`config.mk`:
```
export PLATFORM = sky130hd
export DESIGN_NAME = cbr_refresh_sched
export DESIGN_NICKNAME = d
export VERILOG_FILES = /design/src/rtl/cbr_pkg.sv /design/src/rtl/cbr_interval_timer.sv /design/src/rtl/cbr_pending_queue.sv /design/src/rtl/cbr_strobe_seq.sv /design/src/rtl/cbr_refresh_sched.sv
export SDC_FILE = /design/constraint.sdc
export NUM_CORES = 1
export LEC_CHECK = 0
export ABC_AREA = 1
export ABC_CLOCK_PERIOD_IN_PS = 2100
export BUFFER_PORTS_ARGS = -buffer_cell sky130_fd_sc_hd__clkbuf_2
export CORE_ASPECT_RATIO = 1.2
export CORE_UTILIZATION = 55
export DETAILED_ROUTE_END_ITERATION = 8
export PLACE_DENSITY_LB_ADDON = 0.05
export SKIP_CTS_REPAIR_TIMING = 1
export SLEW_MARGIN = 20
export SYNTH_ARGS = -nofsm -noshare
export SYNTH_HDL_FRONTEND = slang
export SYNTH_SLANG_ARGS = --single-unit
```
`constraint.sdc`:
```
create_clock -name clk -period 2.1 [get_ports clk]
set_input_delay 0.42 -clock clk [delete_from_list [all_inputs] [get_ports clk]]
set_output_delay 0.42 -clock clk [all_outputs]
set_load 0.01 [all_outputs]
```
`src/rtl/cbr_pkg.sv`:
```
package cbr_pkg;

    typedef enum logic [1:0] {
        ST_IDLE  = 2'd0,
        ST_LEAD  = 2'd1,
        ST_RASLO = 2'd2,
        ST_PRE   = 2'd3
    } seq_state_e;

    // Minimum time in picoseconds to whole clocks, rounded up, at least one.
    function automatic int unsigned ps_to_cyc(input int unsigned t_ps,
                                              input int unsigned clk_ps);
        int unsigned r;
        r = (t_ps + clk_ps - 1) / clk_ps;
        if (r == 0) r = 1;
        return r;
    endfunction

    function automatic int unsigned max2(input int unsigned a, input int unsigned b);
        return (a > b) ? a : b;
    endfunction

endpackage

```
`src/rtl/cbr_interval_timer.sv`:
```
module cbr_interval_timer #(
    parameter int unsigned INTERVAL_CYC = 1562500
) (
    input  logic clk,
    input  logic rst_n,
    output logic tick_o
);
    localparam int unsigned W = $clog2(INTERVAL_CYC + 1);
    localparam logic [W-1:0] LAST = W'(INTERVAL_CYC - 1);

    typedef struct packed {
        logic [W-1:0] cnt;
    } tmr_t;

    tmr_t tmr_d, tmr_q;

    always_comb begin
        tmr_d = tmr_q;
        if (tmr_q.cnt == LAST) tmr_d.cnt = '0;
        else                   tmr_d.cnt = tmr_q.cnt + 1'b1;
    end

    always_ff @(posedge clk or negedge rst_n) begin
        if (!rst_n) tmr_q <= '0;
        else        tmr_q <= tmr_d;
    end

    assign tick_o = (tmr_q.cnt == LAST);

    // the count wraps to zero on the edge after a tick
    a_r2_wrap: assert property (@(posedge clk) disable iff (!rst_n)
        tick_o |=> (tmr_q.cnt == '0));

endmodule

```
`src/rtl/cbr_pending_queue.sv`:
```
module cbr_pending_queue #(
    parameter int unsigned DEPTH = 4
) (
    input  logic clk,
    input  logic rst_n,
    input  logic tick_i,
    input  logic take_i,
    output logic pending_o,
    output logic overflow_o
);
    localparam int unsigned QW = $clog2(DEPTH + 1);
    localparam logic [QW-1:0] QMAX = QW'(DEPTH);

    typedef struct packed {
        logic [QW-1:0] cnt;
        logic          ovf;
    } pq_t;

    pq_t pq_d, pq_q;

    always_comb begin
        pq_d = pq_q;
        if (tick_i && !take_i) begin
            if (pq_q.cnt == QMAX) pq_d.ovf = 1'b1;
            else                  pq_d.cnt = pq_q.cnt + 1'b1;
        end else if (take_i && !tick_i) begin
            pq_d.cnt = pq_q.cnt - 1'b1;
        end
    end

    always_ff @(posedge clk or negedge rst_n) begin
        if (!rst_n) pq_q <= '0;
        else        pq_q <= pq_d;
    end

    assign pending_o  = (pq_q.cnt != '0);
    assign overflow_o = pq_q.ovf;

    // the pending count never exceeds the queue depth
    a_r9_bounded: assert property (@(posedge clk) disable iff (!rst_n)
        pq_q.cnt <= QMAX);

    // a refresh is only started while something is pending
    a_r9_take_nonempty: assert property (@(posedge clk) disable iff (!rst_n)
        take_i |-> pending_o);

    // the loss flag is sticky
    a_r10_sticky: assert property (@(posedge clk) disable iff (!rst_n)
        overflow_o |=> overflow_o);

endmodule

```
`src/rtl/cbr_strobe_seq.sv`:
```
module cbr_strobe_seq
    import cbr_pkg::*;
#(
    parameter int unsigned LEAD_CYC = 1,
    parameter int unsigned CHR_CYC  = 1,
    parameter int unsigned RAS_CYC  = 6,
    parameter int unsigned PRE_CYC  = 4
) (
    input  logic clk,
    input  logic rst_n,
    input  logic start_i,
    output logic idle_o,
    output logic ras_act_o,
    output logic cas_act_o,
    output logic done_o
);
    localparam int unsigned MAXC  = max2(max2(LEAD_CYC, RAS_CYC), PRE_CYC);
    localparam int unsigned CW    = $clog2(MAXC + 1);
    localparam logic [CW-1:0] LEAD_LAST = CW'(LEAD_CYC - 1);
    localparam logic [CW-1:0] RAS_LAST  = CW'(RAS_CYC - 1);
    localparam logic [CW-1:0] PRE_LAST  = CW'(PRE_CYC - 1);
    localparam logic [CW-1:0] CHR_END   = CW'(CHR_CYC);

    typedef struct packed {
        seq_state_e    st;
        logic [CW-1:0] cnt;
        logic          done;
    } seq_t;

    seq_t seq_d, seq_q;

    always_comb begin
        seq_d      = seq_q;
        seq_d.done = 1'b0;
        seq_d.cnt  = seq_q.cnt + 1'b1;
        unique case (seq_q.st)
            ST_IDLE: begin
                seq_d.cnt = '0;
                if (start_i) seq_d.st = ST_LEAD;
            end
            ST_LEAD: begin
                if (seq_q.cnt == LEAD_LAST) begin
                    seq_d.st  = ST_RASLO;
                    seq_d.cnt = '0;
                end
            end
            ST_RASLO: begin
                if (seq_q.cnt == RAS_LAST) begin
                    seq_d.st  = ST_PRE;
                    seq_d.cnt = '0;
                end
            end
            ST_PRE: begin
                if (seq_q.cnt == PRE_LAST) begin
                    seq_d.st   = ST_IDLE;
                    seq_d.cnt  = '0;
                    seq_d.done = 1'b1;
                end
            end
            default: seq_d.st = ST_IDLE;
        endcase
    end

    always_ff @(posedge clk or negedge rst_n) begin
        if (!rst_n) begin
            seq_q.st   <= ST_IDLE;
            seq_q.cnt  <= '0;
            seq_q.done <= 1'b0;
        end else begin
            seq_q <= seq_d;
        end
    end

    assign idle_o    = (seq_q.st == ST_IDLE);
    assign ras_act_o = (seq_q.st == ST_RASLO);
    assign cas_act_o = (seq_q.st == ST_LEAD) ||
                       ((seq_q.st == ST_RASLO) && (seq_q.cnt < CHR_END));
    assign done_o    = seq_q.done;

    // Run length of the current RAS pulse, for the width check
    localparam int unsigned RW = $clog2(RAS_CYC + 2);
    logic [RW-1:0] ras_run_q;
    always_ff @(posedge clk or negedge rst_n) begin
        if (!rst_n)         ras_run_q <= '0;
        else if (ras_act_o) ras_run_q <= ras_run_q + 1'b1;
        else                ras_run_q <= '0;
    end

    // CAS is already low in the cycle before RAS falls
    a_r4_cas_leads: assert property (@(posedge clk) disable iff (!rst_n)
        $rose(ras_act_o) |-> $past(cas_act_o));

    // a RAS pulse ends only after its full width
    a_r6_ras_width: assert property (@(posedge clk) disable iff (!rst_n)
        $fell(ras_act_o) |-> (ras_run_q == RW'(RAS_CYC)));

    // completion is a single-cycle pulse
    a_r8_done_single: assert property (@(posedge clk) disable iff (!rst_n)
        done_o |=> !done_o);

endmodule

```
`src/rtl/cbr_refresh_sched.sv`:
```
module cbr_refresh_sched
    import cbr_pkg::*;
#(
    parameter int unsigned T_CLK_PS      = 10000,
    parameter int unsigned T_INTERVAL_PS = 15625000,
    parameter int unsigned T_CSR_PS      = 5000,
    parameter int unsigned T_CHR_PS      = 10000,
    parameter int unsigned T_RAS_PS      = 60000,
    parameter int unsigned T_RP_PS       = 40000,
    parameter int unsigned T_RPC_PS      = 5000,
    parameter int unsigned RANKS         = 2,
    parameter int unsigned LANES         = 4,
    parameter int unsigned QUEUE_DEPTH   = 4
) (
    input  logic             clk,
    input  logic             rst_n,
    input  logic             grant_i,
    output logic             req_o,
    output logic             busy_o,
    output logic             done_o,
    output logic             overflow_o,
    output logic [RANKS-1:0] ras_n_o,
    output logic [LANES-1:0] cas_n_o,
    output logic             we_n_o
);
    localparam int unsigned INTERVAL_CYC = ps_to_cyc(T_INTERVAL_PS, T_CLK_PS);
    localparam int unsigned LEAD_CYC     = ps_to_cyc(T_CSR_PS, T_CLK_PS);
    localparam int unsigned CHR_CYC      = ps_to_cyc(T_CHR_PS, T_CLK_PS);
    localparam int unsigned RAS_CYC      = max2(ps_to_cyc(T_RAS_PS, T_CLK_PS), CHR_CYC);
    localparam int unsigned PRE_CYC      = max2(ps_to_cyc(T_RP_PS, T_CLK_PS),
                                                ps_to_cyc(T_RPC_PS, T_CLK_PS));

    logic tick, pending, idle, start, ras_act, cas_act;

    assign start = grant_i && pending && idle;

    cbr_interval_timer #(.INTERVAL_CYC(INTERVAL_CYC)) u_timer (
        .clk    (clk),
        .rst_n  (rst_n),
        .tick_o (tick)
    );

    cbr_pending_queue #(.DEPTH(QUEUE_DEPTH)) u_queue (
        .clk        (clk),
        .rst_n      (rst_n),
        .tick_i     (tick),
        .take_i     (start),
        .pending_o  (pending),
        .overflow_o (overflow_o)
    );

    cbr_strobe_seq #(
        .LEAD_CYC (LEAD_CYC),
        .CHR_CYC  (CHR_CYC),
        .RAS_CYC  (RAS_CYC),
        .PRE_CYC  (PRE_CYC)
    ) u_seq (
        .clk       (clk),
        .rst_n     (rst_n),
        .start_i   (start),
        .idle_o    (idle),
        .ras_act_o (ras_act),
        .cas_act_o (cas_act),
        .done_o    (done_o)
    );

    for (genvar r = 0; r < RANKS; r++) begin : g_rank
        assign ras_n_o[r] = ~ras_act;
    end
    for (genvar l = 0; l < LANES; l++) begin : g_lane
        assign cas_n_o[l] = ~cas_act;
    end

    assign req_o  = pending;
    assign busy_o = ~idle;
    assign we_n_o = 1'b1;

    // an accepted grant makes the block busy on the next cycle
    a_r8_busy_after_grant: assert property (@(posedge clk) disable iff (!rst_n)
        (grant_i && req_o && !busy_o) |=> busy_o);

    // the strobes stay quiet while idle
    a_r3_idle_quiet: assert property (@(posedge clk) disable iff (!rst_n)
        !busy_o |-> (&ras_n_o) && (&cas_n_o));

endmodule

```
# Word-level counts from Yosys, hierarchy flattened
# Cells that the tools add are included.
[op_classes]
add_sub_neg = 4
n_lt_le_gt_ge = 1
n_eq_ne = 12
muxes = 10
bitwise = 3
n_reduce_logical = 15
[op_table]
columns = ["cell", "n"]
rows = [
  ["5-bit one-hot mux with 4 select lines", 1],
  ["11-bit by 1-bit adder with 11-bit output, second input constant", 1],
  ["11-bit equality test, second input constant", 1],
  ["11-bit 2-to-1 mux", 1],
  ["5-bit 2-to-1 mux", 2],
  ["3-bit 2-to-1 mux", 3],
  ["2-bit by 1-bit != test with 1-bit output, second input constant", 4],
  ["3-bit by 1-bit adder with 3-bit output, second input constant", 2],
  ["3-bit equality test, second input constant", 2],
  ["6-bit 2-to-1 mux", 1],
  ["1-bit logical AND", 5],
  ["2-bit equality test, second input constant", 2],
  ["2-bit AND reduction", 2],
  ["4-bit AND reduction", 1],
  ["3-bit by 2-bit equality test with 1-bit output, second input constant", 1],
  ["3-bit logical NOT", 1],
  ["3-bit by 1-bit less-than comparator with 1-bit output, second input constant", 1],
  ["1-bit inverter", 3],
  ["3-bit nonzero test", 1],
  ["3-bit by 1-bit subtractor with 3-bit output, second input constant", 1],
  ["2-bit by 1-bit equality test with 1-bit output, second input constant", 1],
  ["1-bit logical NOT", 2],
  ["2-bit logical NOT", 1],
  ["2-bit 2-to-1 mux", 1],
  ["other kinds (4)", 4],
]
[word_totals]
ff_bits = 21
inputBits = 3
output_inout_bits = 11
elab_cells = 51

# Depth between registers and ports, before layout
[depth]
depth_word = 7
depth_mapped = 13
depth_no_buf = 13

# By module
# Synthesis repeated with hierarchy kept, for this count alone.
[hier_totals]
cells_unflattened = 166
area_unflattened_um2 = 1315.0
[by_module_without_submodules]
columns = ["module", "n_inst", "cells_per_inst", "area_each_um2"]
rows = [
  ["cbr_interval_timer", 1, 72, 581.8],
  ["cbr_strobe_seq", 1, 50, 414.1],
  ["cbr_pending_queue", 1, 33, 256.5],
  ["cbr_refresh_sched", 1, 11, 62.6],
]

# Worst setup path after synthesis
# No wires, ideal clock.
[synth_timing]
path_kind = "register to register"
from = "register u_timer.tmr_q[0] (netlist bit)"
to = "register u_queue.pq_q[3] (netlist bit)"
setup_ns = 0.113
arrival_time_ns = 1.727
t_required_ns = 1.987
slack_ns = 0.260
path_stages_with_launch = 13
n_path_buf = 0
path_cell_list = "dfrtp_1 inv_1 ha_1 nand4_4 inv_1 nand3_1 fa_1 inv_1 nand2_1 nand2_1 nand3_1 nand2_1 inv_1"
[synth_via]
elab_chain_len = 5
word_cells_on_any_way = 8
classes_between = "2 x eq/ne; 1 x mux; 5 x reduce/logical"
[synth_rtl]
columns = ["element", "line", "rtl"]
rows = [
  ["start: declaration", "cbr_interval_timer.sv:15", "tmr_t tmr_d, tmr_q;"],
  ["start signal: assignment", "cbr_interval_timer.sv:25", "else tmr_q <= tmr_d;"],
  ["11-bit equality test (*)", "cbr_interval_timer.sv:28", "assign tick_o = (tmr_q.cnt == LAST);"],
  ["1-bit logical NOT", "cbr_pending_queue.sv:26", "end else if (take_i && !tick_i) begin"],
  ["1-bit logical AND", "cbr_pending_queue.sv:26", ""],
  ["2-bit nonzero test (no source line)", "-", ""],
  ["2-bit AND reduction (no source line)", "-", ""],
  ["end signal: assignment", "cbr_pending_queue.sv:33", "else pq_q <= pq_d;"],
  ["end: declaration", "cbr_pending_queue.sv:19", "pq_t pq_d, pq_q;"],
]
# Mark *: on every way between the ends. The rest lies on a longest branch, timed or not.
# A chain may end at the register's enable or synchronous reset.

# Worst setup path after layout
# Ends and elaborated chain as after synthesis.

==> summary.md <==
* **run status** finished, final reports clean
* **Via density** 4.943
* **Skew-Pair Late Insertion Delay** 310 ps
* **number of max-capacitance violations reported** 0
* **global routing usage on met2** 0.3857
* **growth of design area from synthesis to finish** 7.916%
* **number of optimization iterations in the first detailed-route pass** 4
* **count of cells along the worst register-to-register path** 12
* **synth unique cells** 26
* **number of DRC violations after detailed routing** 0
* **TNS Setup** 0 ps
* **data arrival at the endpoint of the critical path** 2130 ps
* **Power Total** 1.290 mW
* **Crit Path Max Fanout** 3
* **Hold Crit Class** in2async
* **H-tree depth** 1
* **gate count of the mapped netlist** 151
* **starting utilization of the core area** 0.5962
* **placer's final routability congestion estimate** 0.7818
* **warning count from the yosys run** 0
* **terminus of the critical flop-to-flop path** u_queue.pq_q[3]
* **antenna cells** 0
* **GR peak layer** met2
* **pins over their slew limit** 0
* **slew at the pin closest to its max-slew limit** 535.3 ps
* **most used cell along the critical path** nand2_1
* **Fmax** 0.5263 GHz
* **most common cell after layout, fill and taps aside** nand2_1
* **Final Skew** 17.11 ps
* **final net count** 175
* **initial antenna violation count** 0
* **gr ovfl total** 0
* **final clock period utilization by the worst path** 0.9047
* **unrepaired setup endpoints after global routing** false
* **maximum single-stage delay on the critical path** 460 ps
* **most frequent cells in the layout** 31 x nand2_1, 25 x inv_1, 21 x dfrtp_1
* **Worst Path Required** 2330 ps
* **flop and latch count out of synthesis** 21
* **CTS tree** built
* **number of buffers created by CTS** 3
* **Synthesized Nets** 162
* **Detailed Place HPWL** 1630 um
* **worst relative slew slack** 0.6431
* **filler cell count in the final layout** 197
* **largest net degree at the start of global routing** 22
* **largest cells by area after synthesis** dfrtp_1 42%, nand2_1 9.3%, inv_1 7.5%
* **static leakage power** 0.7097 nW
* **worst reg2reg setup slack** 200 ps
* **full die area** 2466 um2
* **drt initial violations** 13
* **Worst Setup End Kind** flop
* **I/O pin cnt** 14
* **routed wire length** 2105 um
* **launch point of the worst reg-to-reg path** u_timer.tmr_q[0]
* **final count of hold timing violations** 0
* **via count** 954
* **DRT antenna net count** 0
* **Setup-failing EPs final** 0
* **wire length of the first global-routing pass** 3629 um
* **vertical extent of the die** 54.20 um
* **Worst path slowest cell** fa_1
* **ordered cell list for the critical path** inv_1 > ha_1 > nand4_4 > inv_1 > nand3_2 > fa_1 > nand3_1 > nand2_1 > nand2_1 > nand2_1 > nand2_1 > inv_1
* **Seq/Total Area, Yosys** 0.4208
* **root cell of the clock tree** clkbuf_4
* **layout cells sized above 1** 0.2025
* **Floorplan Core Area** 2095 um2
* **die span in x** 45.50 um
* **GRT met3 Usage** 0.02013
* **area of the multi-input gates** 581.8 um2
* **overall routing resource usage** 0.2082
* **peak supply drop** 0.8527 mV
* **number of global-route vias before repair** 920
* **critical path class** reg2reg
* **met1 routing resource usage after global routing** 0.2295
* **Netlist Area Pre-Place** 1249 um2
* **dominant cell type by area after synthesis** dfrtp_1
* **count of input and output buffers** 12
* **crit path time final** 1900 ps
* **buffer levels on the longest clock path** 2
* **detail-routed net length per standard cell** 10.91 um
* **number of placement rows** 18
* **syn avg cell area** 8.270 um2
* **fraction of post-synthesis cell area in the top cell type by area** 0.4208
* **post-CTS clock slew at the launch and capture registers of the worst setup and hold paths** 130 ps
* **element type at the critical path start** flop
* **power per unit of standard cell area** 957.1 nW/um2
* **Clock Sink Count** 21
* **Reg area** 525.5 um2
[metrics by stage]
step	cells	utilization	instance area [um2]	setup slack (ps)	hold WS [ps]
after floorplan	151	-	1249	260.4	124.4
after global placement	188	0.6249	1309	194.7	414.6
after detailed placement	188	0.6249	1309	130.5	420.6
after CTS	192	0.6374	1335	113.4	76.53
after global routing	193	0.6434	1348	34.08	108.7
final	193	0.6434	1348	200.1	58.74
[where the power goes]
part,switching (mW),internal (mW),total [mW]
clock network,0.124,0.0742,0.198
registers,0.0708,0.473,0.544
logic,0.345,0.203,0.548
[how the worst max path moves through the flow]
stage                       to  slack (ps)        startpoint  cells after the start
3_3_place_gp   u_queue.pq_q[3]         190  u_timer.tmr_q[0]                     12
4_1_cts        u_queue.pq_q[3]         110  u_timer.tmr_q[0]                     12
3_5_place_dp   u_queue.pq_q[3]         130  u_timer.tmr_q[0]                     12
6_report       u_queue.pq_q[3]         200  u_timer.tmr_q[0]                     12
5_1_grt        u_queue.pq_q[3]          30  u_timer.tmr_q[0]                     12
2_1_floorplan  u_queue.pq_q[3]         260  u_timer.tmr_q[0]                     12
[state kept, by name (all words and copies together), names as in the netlist]
signal	cells
u_seq.done_o	1
u_timer.tmr_q	11
u_queue.pq_q	3
u_seq.seq_q	5
u_queue.overflow_o	1
[critical path: cells and delay by family, from the launching register on]
family / cells / cell delay, ps
adder cells (fa/ha/maj): 2 / 640
AND/OR/NAND/NOR: 7 / 590
buffers and inverters: 3 / 200
flip-flops: 1 / 400
[cell usage after synthesis]
cell type / instances
fa_1: 1
nor3b_1: 1
inv_2: 4
o21ai_0: 3
conb_1: 1
a41oi_1: 1
nand3_2: 3
xor2_1: 2
nand4_1: 1
ha_1: 7
nor2_2: 4
a31oi_1: 1
nand3_1: 10
o21bai_1: 3
buf_4: 5
inv_1: 25
a21oi_1: 2
nor2_1: 18
xnor2_1: 1
nand2_2: 2
nor2_8: 1
o221ai_1: 1
nand2_1: 31
dfrtp_1: 21
nor2_4: 1
nand4_4: 1
[final cells by class]
type | count | share of cell area
Tap cell | 30 | 0.02786
Sequential cell | 21 | 0.3900
Multi-Input combinational cell | 96 | 0.4318
Timing Repair Buffer | 13 | 0.05014
Clock buffer | 4 | 0.01950
Inverter | 29 | 0.08078
[kinds of logic after synthesis]
family | share of synthesized area
buffers and inverters | 0.1172
adder cells (fa/ha/maj) | 0.08617
other | 0.003003
AO/OA/AOI/OAI | 0.05712
AND/OR/NAND/NOR | 0.2946
flip-flops | 0.4208
XOR/XNOR | 0.02105
[per-layer routing]
metal	wire, um	vias to the layer above
li1	-	489
met1	899	448
met2	1113	13
met3	52	4
met4	40	0
met5	0	-
Note: power is estimated with default switching activity, not from simulation.
